`src/rtl/vcr2_pkg.sv`:
```
package vcr2_pkg;

  typedef enum logic {VC_IDLE = 1'b0, VC_ACTIVE = 1'b1} vc_state_e;

  // credit count after one cycle of returns and spends
  function automatic int credit_next(int cur, logic give_back, logic spend);
    return cur + (give_back ? 1 : 0) - (spend ? 1 : 0);
  endfunction

  // slot visited at a given step after the last winner
  function automatic int rr_slot(int last, int step, int n);
    return (last + step) % n;
  endfunction

  // index of the lowest set bit, 0 when none
  function automatic int first_set(logic [31:0] v);
    int r;
    r = 0;
    for (int k = 31; k >= 0; k--) if (v[k]) r = k;
    return r;
  endfunction

endpackage

```
`src/rtl/vcr2_rr_arb.sv`:
```
module vcr2_rr_arb
  import vcr2_pkg::*;
#(
  parameter int N = 2
) (
  input  logic         clk,
  input  logic         rst_n,
  input  logic [N-1:0] req,
  input  logic         adv,
  output logic [N-1:0] gnt
);
  localparam int IW = (N > 1) ? $clog2(N) : 1;

  logic [IW-1:0] last;
  logic [IW-1:0] win;

  always_comb begin
    gnt = '0;
    win = last;
    for (int k = 1; k <= N; k++) begin
      if (req[rr_slot(int'(last), k, N)] && gnt == '0) begin
        gnt[rr_slot(int'(last), k, N)] = 1'b1;
        win = IW'(rr_slot(int'(last), k, N));
      end
    end
  end

  always_ff @(posedge clk or negedge rst_n) begin
    if (!rst_n)              last <= IW'(N - 1);
    else if (adv && |gnt)    last <= win;
  end

endmodule

```
`src/rtl/vcr2_vc_fifo.sv`:
```
module vcr2_vc_fifo #(
  parameter int DEPTH = 4,
  parameter int W     = 8
) (
  input  logic         clk,
  input  logic         rst_n,
  input  logic         wr_en,
  input  logic [W-1:0] wr_data,
  input  logic         rd_en,
  output logic [W-1:0] rd_data,
  output logic         empty
);
  localparam int AW = (DEPTH > 1) ? $clog2(DEPTH) : 1;
  localparam int CW = $clog2(DEPTH + 1);

  logic [W-1:0]  mem [DEPTH];
  logic [AW-1:0] wp, rp;
  logic [CW-1:0] cnt;
  logic          full;

  assign empty   = (cnt == '0);
  assign full    = (cnt == CW'(DEPTH));
  assign rd_data = mem[rp];

  always_ff @(posedge clk or negedge rst_n) begin
    if (!rst_n) begin
      wp  <= '0;
      rp  <= '0;
      cnt <= '0;
    end else begin
      if (wr_en) wp <= (wp == AW'(DEPTH - 1)) ? '0 : wp + 1'b1;
      if (rd_en) rp <= (rp == AW'(DEPTH - 1)) ? '0 : rp + 1'b1;
      cnt <= cnt + CW'(wr_en) - CW'(rd_en);
    end
  end

  always_ff @(posedge clk) begin
    if (wr_en) mem[wp] <= wr_data;
  end

  assert_no_overflow_R10: assert property (@(posedge clk) disable iff (!rst_n)
    !(wr_en && full));
  assert_no_underflow_R10: assert property (@(posedge clk) disable iff (!rst_n)
    rd_en |-> !empty);

endmodule

```
`src/rtl/vcr2_router.sv`:
```
module vcr2_router
  import vcr2_pkg::*;
#(
  parameter int NPORT = 5,
  parameter int NVC   = 2,
  parameter int DEPTH = 4,
  parameter int DW    = 8,
  localparam int PW   = (NPORT > 1) ? $clog2(NPORT) : 1,
  localparam int VW   = (NVC > 1) ? $clog2(NVC) : 1,
  localparam int FW   = 2 + PW + DW
) (
  input  logic                clk,
  input  logic                rst_n,
  input  logic [NPORT-1:0]    in_valid,
  input  logic [NPORT*VW-1:0] in_vc,
  input  logic [NPORT*FW-1:0] in_flit,
  output logic [NPORT-1:0]    up_cr_valid,
  output logic [NPORT*VW-1:0] up_cr_vc,
  output logic [NPORT-1:0]    out_valid,
  output logic [NPORT*VW-1:0] out_vc,
  output logic [NPORT*FW-1:0] out_flit,
  input  logic [NPORT-1:0]    dn_cr_valid,
  input  logic [NPORT*VW-1:0] dn_cr_vc
);
  localparam int CW  = $clog2(DEPTH + 1);
  localparam int HB  = FW - 1;   // head marker
  localparam int TB  = FW - 2;   // tail marker

  // stage-1 storage
  logic [FW-1:0]              front [NPORT][NVC];
  logic [NPORT-1:0][NVC-1:0]  empty, wr, rd;

  // per-VC state
  vc_state_e     ivc_st   [NPORT][NVC];
  logic [VW-1:0] ivc_ovc  [NPORT][NVC];
  logic [PW-1:0] ivc_port [NPORT][NVC];
  vc_state_e     ovc_st   [NPORT][NVC];
  logic [PW-1:0] own_p    [NPORT][NVC];
  logic [VW-1:0] own_v    [NPORT][NVC];
  logic [CW-1:0] cred     [NPORT][NVC];

  // stage-2 events, named for the checks
  logic [NPORT-1:0]           free_any;
  logic [VW-1:0]              free_idx [NPORT];
  logic [NPORT-1:0][NVC-1:0]  elig;
  logic [PW-1:0]              tgt_p [NPORT][NVC];
  logic [VW-1:0]              tgt_v [NPORT][NVC];
  logic [NVC-1:0]             in_gnt [NPORT];
  logic [VW-1:0]              sel_v [NPORT];
  logic [NPORT-1:0]           req_out [NPORT];
  logic [NPORT-1:0]           out_gnt [NPORT];
  logic [NPORT-1:0]           in_hits [NPORT];
  logic [NPORT-1:0]           in_win;
  logic [NPORT-1:0]           xv;
  logic [PW-1:0]              xsrc [NPORT];
  logic [FW-1:0]              xflit [NPORT];
  logic [VW-1:0]              xvc [NPORT];
  logic [NPORT-1:0][NVC-1:0]  spend, refill;

  // stage 1: buffer write
  for (genvar i = 0; i < NPORT; i++) begin : g_in
    for (genvar v = 0; v < NVC; v++) begin : g_vc
      assign wr[i][v] = in_valid[i] && (in_vc[i*VW +: VW] == VW'(v));
      vcr2_vc_fifo #(.DEPTH(DEPTH), .W(FW)) u_fifo (
        .clk(clk), .rst_n(rst_n),
        .wr_en(wr[i][v]), .wr_data(in_flit[i*FW +: FW]),
        .rd_en(rd[i][v]), .rd_data(front[i][v]), .empty(empty[i][v])
      );
    end
    vcr2_rr_arb #(.N(NVC)) u_in_arb (
      .clk(clk), .rst_n(rst_n), .req(elig[i]), .adv(in_win[i]), .gnt(in_gnt[i])
    );
  end

  for (genvar o = 0; o < NPORT; o++) begin : g_out
    vcr2_rr_arb #(.N(NPORT)) u_out_arb (
      .clk(clk), .rst_n(rst_n), .req(req_out[o]), .adv(1'b1), .gnt(out_gnt[o])
    );
  end

  // stage 2: free VC lookup per output port
  always_comb begin
    for (int o = 0; o < NPORT; o++) begin
      free_any[o] = 1'b0;
      free_idx[o] = '0;
      for (int v = NVC - 1; v >= 0; v--) begin
        if (ovc_st[o][v] == VC_IDLE && cred[o][v] != '0) begin
          free_any[o] = 1'b1;
          free_idx[o] = VW'(v);
        end
      end
    end
  end

  // stage 2: eligibility (VC allocation folded into the switch request)
  always_comb begin
    for (int i = 0; i < NPORT; i++) begin
      for (int v = 0; v < NVC; v++) begin
        elig[i][v]  = 1'b0;
        tgt_p[i][v] = front[i][v][DW +: PW];
        tgt_v[i][v] = '0;
        if (ivc_st[i][v] == VC_ACTIVE) begin
          tgt_p[i][v] = ivc_port[i][v];
          tgt_v[i][v] = ivc_ovc[i][v];
          elig[i][v]  = !empty[i][v] && (cred[ivc_port[i][v]][ivc_ovc[i][v]] != '0);
        end else if (!empty[i][v] && front[i][v][HB] &&
                     int'(front[i][v][DW +: PW]) < NPORT) begin
          tgt_v[i][v] = free_idx[front[i][v][DW +: PW]];
          elig[i][v]  = free_any[front[i][v][DW +: PW]];
        end
      end
    end
  end

  // stage 2: separable switch allocation and crossbar
  always_comb begin
    for (int i = 0; i < NPORT; i++) sel_v[i] = VW'(first_set(32'(in_gnt[i])));
    for (int o = 0; o < NPORT; o++)
      for (int i = 0; i < NPORT; i++) begin
        req_out[o][i] = (|in_gnt[i]) && (int'(tgt_p[i][sel_v[i]]) == o);
        in_hits[i][o] = out_gnt[o][i];
      end
    for (int i = 0; i < NPORT; i++) begin
      in_win[i] = |in_hits[i];
      for (int v = 0; v < NVC; v++) rd[i][v] = in_win[i] && in_gnt[i][v];
    end
    for (int o = 0; o < NPORT; o++) begin
      xv[o]    = |out_gnt[o];
      xsrc[o]  = PW'(first_set(32'(out_gnt[o])));
      xflit[o] = front[xsrc[o]][sel_v[xsrc[o]]];
      xvc[o]   = tgt_v[xsrc[o]][sel_v[xsrc[o]]];
      for (int v = 0; v < NVC; v++) begin
        spend[o][v]  = xv[o] && (xvc[o] == VW'(v));
        refill[o][v] = dn_cr_valid[o] && (dn_cr_vc[o*VW +: VW] == VW'(v));
      end
    end
  end

  // output link and upstream credit registers
  always_ff @(posedge clk or negedge rst_n) begin
    if (!rst_n) begin
      out_valid   <= '0;
      out_vc      <= '0;
      out_flit    <= '0;
      up_cr_valid <= '0;
      up_cr_vc    <= '0;
    end else begin
      out_valid   <= xv;
      up_cr_valid <= in_win;
      for (int o = 0; o < NPORT; o++) begin
        out_vc[o*VW +: VW]   <= xvc[o];
        out_flit[o*FW +: FW] <= xflit[o];
        up_cr_vc[o*VW +: VW] <= sel_v[o];
      end
    end
  end

  // VC state and credit counters
  always_ff @(posedge clk or negedge rst_n) begin
    if (!rst_n) begin
      for (int p = 0; p < NPORT; p++)
        for (int v = 0; v < NVC; v++) begin
          ivc_st[p][v]   <= VC_IDLE;
          ivc_ovc[p][v]  <= '0;
          ivc_port[p][v] <= '0;
          ovc_st[p][v]   <= VC_IDLE;
          own_p[p][v]    <= '0;
          own_v[p][v]    <= '0;
          cred[p][v]     <= CW'(DEPTH);
        end
    end else begin
      for (int o = 0; o < NPORT; o++)
        for (int v = 0; v < NVC; v++) begin
          cred[o][v] <= CW'(credit_next(int'(cred[o][v]), refill[o][v], spend[o][v]));
          if (spend[o][v]) begin
            if (xflit[o][TB]) ovc_st[o][v] <= VC_IDLE;
            else if (xflit[o][HB]) begin
              ovc_st[o][v] <= VC_ACTIVE;
              own_p[o][v]  <= xsrc[o];
              own_v[o][v]  <= sel_v[xsrc[o]];
            end
          end
        end
      for (int i = 0; i < NPORT; i++)
        for (int v = 0; v < NVC; v++)
          if (rd[i][v]) begin
            if (front[i][v][TB]) ivc_st[i][v] <= VC_IDLE;
            else if (front[i][v][HB]) begin
              ivc_st[i][v]   <= VC_ACTIVE;
              ivc_ovc[i][v]  <= tgt_v[i][v];
              ivc_port[i][v] <= tgt_p[i][v];
            end
          end
    end
  end

  // checks
  assert_credit_return_R5: assert property (@(posedge clk) disable iff (!rst_n)
    $countones(out_valid) == $countones(up_cr_valid));

  for (genvar o = 0; o < NPORT; o++) begin : g_chk_o
    assert_single_input_grant_R8: assert property (@(posedge clk) disable iff (!rst_n)
      $onehot0(in_hits[o]));
    assert_head_takes_idle_vc_R9: assert property (@(posedge clk) disable iff (!rst_n)
      (xv[o] && xflit[o][HB]) |-> ovc_st[o][xvc[o]] == VC_IDLE);
    assert_body_follows_owner_R9: assert property (@(posedge clk) disable iff (!rst_n)
      (xv[o] && !xflit[o][HB]) |->
        (ovc_st[o][xvc[o]] == VC_ACTIVE && own_p[o][xvc[o]] == xsrc[o]
         && own_v[o][xvc[o]] == sel_v[xsrc[o]]));
    for (genvar v = 0; v < NVC; v++) begin : g_chk_v
      assert_credit_bound_R6: assert property (@(posedge clk) disable iff (!rst_n)
        cred[o][v] <= CW'(DEPTH));
      assert_spend_needs_credit_R6: assert property (@(posedge clk) disable iff (!rst_n)
        spend[o][v] |-> cred[o][v] != '0);
    end
  end

endmodule

```
`config.mk`:
```
export PLATFORM = sky130hd
export DESIGN_NAME = vcr2_router
export DESIGN_NICKNAME = d
export VERILOG_FILES = /design/src/rtl/vcr2_pkg.sv /design/src/rtl/vcr2_rr_arb.sv /design/src/rtl/vcr2_vc_fifo.sv /design/src/rtl/vcr2_router.sv
export SDC_FILE = /design/constraint.sdc
export NUM_CORES = 2
export LEC_CHECK = 0
export BUFFER_PORTS_ARGS = -buffer_cell sky130_fd_sc_hd__buf_2
export CAP_MARGIN = 10
export CELL_PAD_IN_SITES_DETAIL_PLACEMENT = 1
export CELL_PAD_IN_SITES_GLOBAL_PLACEMENT = 2
export CORE_UTILIZATION = 43
export DETAILED_ROUTE_END_ITERATION = 6
export PLACE_DENSITY_LB_ADDON = 0.1
export SLEW_MARGIN = 20
export SYNTH_ARGS = -nofsm -noshare
export SYNTH_HDL_FRONTEND = slang
export SYNTH_HIERARCHICAL = 1
export SYNTH_SLANG_ARGS = --single-unit
```
`constraint.sdc`:
```
create_clock -name clk -period 10.4 [get_ports clk]
set_input_delay 1.04 -clock clk [delete_from_list [all_inputs] [get_ports clk]]
set_output_delay 1.04 -clock clk [all_outputs]
set_load 0.01 [all_outputs]
```
After elaboration in Yosys (flattened, before gate mapping)
Memory sizes are Yosys's and may differ from the RTL's. Cells that the tools add are included.

Mux-type cells: 635. Shift operators: 0. Magnitude comparators: 135. Add/subtract/negate cells: 95. Div/mod/pow operators: 25. Eq/ne operators: 40. $mul: 0. Bitwise gates (word level): 115. Reduce and logical (&&, ||, !) cells: 320.

Operator list (number): $ge 32x1->1 const B (25); $lt 32x5->1 const B (25); $mod 32x4->32 const B (25); $bmux 26 s3 (5); $mux 1 (315); $mux 3 (105); $mux 26 (10); $mux 13 (15); $bmux 6 s3 (10); $logic_and 1x1->1 (170); $bmux 1 s3 (50); $mux 5 (25); $mux 6 (20); $ge 4x4->1 const B (25); $logic_not 5->1 (20); $not 3->4 (25); $or 5x5->5 (20); $mux 2 (40); $demux 1 s3 (25); $add 3x1->3 (20); $reduce_and 2->1 (30); $reduce_bool 3->1 (20); $sub 3x1->3 (20); $reduce_or 5->1 (10); 26 further kinds (310).

Memories kept: 10. ROM bits: 0. RAM bits: 520. Latch bits: 0. Register bits after elaboration: 265. Output and inout bits: 85. Logic and storage cells: 1470.

Memories: g_in[0].g_vc[0].u_fifo.mem (words 4, bits a word 13, rd ports 1, clocked after memory_dff 0, wr ports 1, RTL line vcr2_vc_fifo.sv:16) `logic [W-1:0] mem [DEPTH];`; g_in[0].g_vc[1].u_fifo.mem (words 4, bits a word 13, rd ports 1, clocked after memory_dff 0, wr ports 1, RTL line vcr2_vc_fifo.sv:16); g_in[1].g_vc[0].u_fifo.mem (words 4, bits a word 13, rd ports 1, clocked after memory_dff 0, wr ports 1, RTL line vcr2_vc_fifo.sv:16); g_in[1].g_vc[1].u_fifo.mem (words 4, bits a word 13, rd ports 1, clocked after memory_dff 0, wr ports 1, RTL line vcr2_vc_fifo.sv:16); g_in[2].g_vc[0].u_fifo.mem (words 4, bits a word 13, rd ports 1, clocked after memory_dff 0, wr ports 1, RTL line vcr2_vc_fifo.sv:16); g_in[2].g_vc[1].u_fifo.mem (words 4, bits a word 13, rd ports 1, clocked after memory_dff 0, wr ports 1, RTL line vcr2_vc_fifo.sv:16); 4 more memories.

Depth between registers and ports, before layout
Depth after elaboration: 58. Mapped depth: 47. Mapped depth without buffers: 42.

By module
Netlist, hierarchy kept.

Modules (own cells, without submodules): vcr2_vc_fifo (area each 2311.0 um^2, sequential area each 1736.7 um^2, times used 10, cells each 103); vcr2_router (area each 14037.2 um^2, sequential area each 4391.7 um^2, times used 1, cells each 1708); vcr2_rr_arb at g_out[0].u_out_arb ... (area each 2842.7 um^2, sequential area each 76.3 um^2, times used 4, cells each 395); vcr2_rr_arb at g_out[4].u_out_arb (area each 3115.5 um^2, sequential area each 76.3 um^2, times used 1, cells each 440); vcr2_rr_arb at g_in[0].u_in_arb ... (area each 56.3 um^2, sequential area each 26.3 um^2, times used 5, cells each 6).

Worst setup path after synthesis
No wires, ideal clock.

Path type: register -> register. Start point: register g_in[2].g_vc[1].u_fifo.rp[0]. End point: register cred[5] (netlist bit). Cell stages (with the launch flop): 44. Arrival: 9.110 ns. Slack: 1.214 ns. Data required time: 10.325 ns. Path buffers: 7. Period minus slack after synthesis: 9.186 ns. Path through: dfrtp_1 buf_6 buf_12 mux4_2 clkbuf_1 mux4_2 nor2_1 a31oi_1 nor3_1 a21oi_1 nor2_1 a21boi_0 nand2b_1 inv_1 clkbuf_1 clkbuf_1 a21oi_1 nand2b_1 (+8 left out) o211ai_2 and4b_4 nand4_1 o221ai_1 nor2b_1 o21ba_2 buf_2 o311ai_0 o32ai_1 mux2i_1 a31oi_1 and3_1 ha_1 inv_1 ha_1 fa_1 xor2_1 xnor2_1.

RTL lines: from (decl) (RTL line vcr2_vc_fifo.sv:17) `logic [AW-1:0] wp, rp;`; from (signal assigned) (RTL line vcr2_vc_fifo.sv:32) `if (rd_en) rp <= (rp == AW'(DEPTH - 1)) ? '0 : rp + 1'b1;`; to (signal, indexed assignment) (RTL line vcr2_router.sv:169) `cred[p][v] <= CW'(DEPTH);`; to (signal, indexed assignment) (RTL line vcr2_router.sv:174) `cred[o][v] <= CW'(credit_next(int'(cred[o][v]), refill[o][v], spend[o][v]));`; to (decl) (RTL line vcr2_router.sv:40) `logic [CW-1:0] cred [NPORT][NVC];`.

==> impl_metrics.json <==
{
  "outcome": "finished, final reports clean",
  "critPathMaxStageDelay_ns": 0.55,
  "nets": 5414,
  "ctsHoldBuffers": 0,
  "drc": 0,
  "holdWs_ns": 0.353,
  "cts.sinks": 785,
  "worst_hold_path_type": "in2async",
  "drv_slew": 0,
  "io_pins": 172,
  "routedWlPerCell_um": 27.0,
  "yosysSeqAreaShare_pct": 42.9,
  "syn_to_final_growth_pct": 12.4,
  "rows": 127,
  "cp_slowest_cell": "dfstp_2",
  "max_slew.worst_pin.slew_ns": 1.15,
  "crit_required_ns": 11.01,
  "arrival_ns": 10.46,
  "ys.flop_type": "edfxtp_1",
  "dp.final_hpwl_mm": 137,
  "final_cell_mix": "edfxtp_1, nand2_1, nor2_1",
  "fin_tns_setup_ns": 0,
  "r2r_slack_ns": 0.55,
  "r2r_start": "cred[8]",
  "cts_buffers": 88,
  "synth_cells": 4788,
  "synth_edf_count": 520,
  "preCtsSetupSlack_ns": 0.374,
  "dr_total_vias": 41100,
  "grt_pass1_vias": 42100,
  "fmax_mhz": 102,
  "clock_latency_ns": 0.70,
  "die_h_um": 349,
  "placeableCoreArea_mm2": 0.120,
  "worst-setup-path-type": "reg2reg",
  "clock_skew_ns": 0.0256,
  "drt_wl_total_mm": 182,
  "grt_overflow": 0,
  "crit_end": "cred[26]",
  "start_util_pct": 43.3,
  "fin_crit_ns": 9.85,
  "finalSetupViolCount": 0,
  "clk_path_buf_depth": 3,
  "gp_congestion": 0.953,
  "die_w_um": 349,
  "ff2ff_path_depth": 43,
  "fin_crit_sh_pct": 94.7,
  "drtAntennaViolNets": 0,
  "die-area_mm2": 0.122,
  "synthArstFlopShare_pct": 33.8,
  "cts_root_buf": "clkbuf_16",
  "cap_viol_max_count": 0,
  "cts_tree": "yes",
  "startpoint": "cred[8]",
  "syn_area_per_cell_um2": 10.8,
  "worst_setup_path_start_kind": "register",
  "end_kind": "register",
  "portBuffers": 171,
  "setup_ws_ns": 0.554,
  "grt_start_max_net_pins": 83,
  "reg2reg_to": "cred[26]",
  "cts_max_level": 3,
  "antenna_found_initial": 6,
  "critPathMaxFanout": 10,
  "mappedNetlistArea_mm2": 0.0519,
  "relSlewSlack_pct": 20.9,
  "vias_per_cell": 6.10,
  "final_layout_size_suffix_gt1_share_pct": 18.7,
  "synth_seq_cells": 785,
  "dr.pass1.iters": 6,
  "drtIter0Drc": 3169,
  "ys_types": 133,
  "finalHoldViolations": 0,
  "clk_pin_slew_worst_paths_ns": 0.06,
  "yosys_warnings": 6,
  "final_common_cell": "edfxtp_1",
  "grt_pass1_wl_mm": 274,
  "gr-usage-all-layers_pct": 29.7
}
-- cells by family after synthesis --
group | synth area share [%]
DFF | 42.9
adders and majority gates | 6.92
muxes | 12.4
xor gates and xnor gates | 2.07
and+or+nand+nor | 13.8
buffers and inverters | 4.35
AOI/OAI and AO/OA | 17.6
other | 0.00722
-- registers in the layout (all words and copies together), names as in the netlist, 10 cells and up --
register and flops:
cred 30, g_in.g_vc.u_fifo/cnt 30, g_in.g_vc.u_fifo/mem 520, g_in.g_vc.u_fifo/rp 20, g_in.g_vc.u_fifo/wp 20, g_out.u_out_arb/last 15
ivc_ovc 10, ivc_port 30, ivc_st 10, out_flit 65, ovc_st 10
-- through the flow --
stage / std cells / area [um^2] / util (%)
2_1_floorplan: 4793 / 51900 / -
3_3_place_gp: 6570 / 55200 / 46.1
3_5_place_dp: 6570 / 55200 / 46.1
4_1_cts: 6736 / 58200 / 48.6
5_1_grt: 6741 / 58300 / 48.7
6_report: 6744 / 58300 / 48.7
-- Yosys cell counts, drive strengths merged, types with 80 or more instances --
cell type	count	share of area, %
buf	102	1.6
ha	255	6.1
edfxtp	520	30
nor3	113	1.1
o21ai	308	3.2
mux2i	160	3.1
nand3	103	1.1
nor2	340	2.5
inv	265	1.9
dfrtp	245	12
mux4	162	7.4
a21oi	272	2.7
and2	80	0.97
xnor2	107	1.9
nand2	451	3.3
mux2	86	1.9
clkbuf	118	0.86
-- timing repair --
action / CTS / global route
endpoints found under the hold margin: 0 / 0
setup endpoints to repair: 0 / 14
gates resized for setup: 0 / 24
setup buffers: 0 / 4
-- worst max-delay path, delay by kind of cell (launching register included) --
family / cells / cell delay, ns
multiplexers: 2 / 0.56
adder cells (fa/ha/maj): 3 / 0.78
flip-flops: 1 / 0.55
buffers and inverters: 6 / 0.93
AO/OA/AOI/OAI: 16 / 3.61
XOR/XNOR: 2 / 0.34
AND/OR/NAND/NOR: 14 / 2.95
-- cell type report --
cell class | count | area (um^2)
clock buffers | 124 | 2520
diodes | 4 | 10.0
flip-flops and latches | 785 | 22300
inverters | 268 | 1010
fillers | 13100 | 61500
well taps | 1612 | 2020
multi-input cells | 3520 | 27500
repair buffers | 389 | 2510
clock inverters | 42 | 467
-- how the worst min path moves through the flow --
stage / startpoint / slack [ns] / end
5_1_grt: rst_n / 0.41 / g_out[4].u_out_arb/last[0]
4_1_cts: rst_n / 0.40 / out_flit[38]
3_5_place_dp: ovc_st[4] / 0.49 / ovc_st[4]
2_1_floorplan: ovc_st[4] / 0.46 / ovc_st[4]
3_3_place_gp: cred[5] / 0.48 / cred[5]
6_report: rst_n / 0.35 / g_out[4].u_out_arb/last[0]
-- layer usage --
metal	up-vias	part of all wire, %	track usage [%]
met5	-	0.018	0
met4	6	2.6	8.27
met2	1183	48	49.7
met1	20900	44	40.4
li1	18700	-	-
met3	244	5.2	3.66
Power is left out: the tool's default activity adds up to more than one toggle a clock period on the data nets, which glitch-free logic cannot reach.
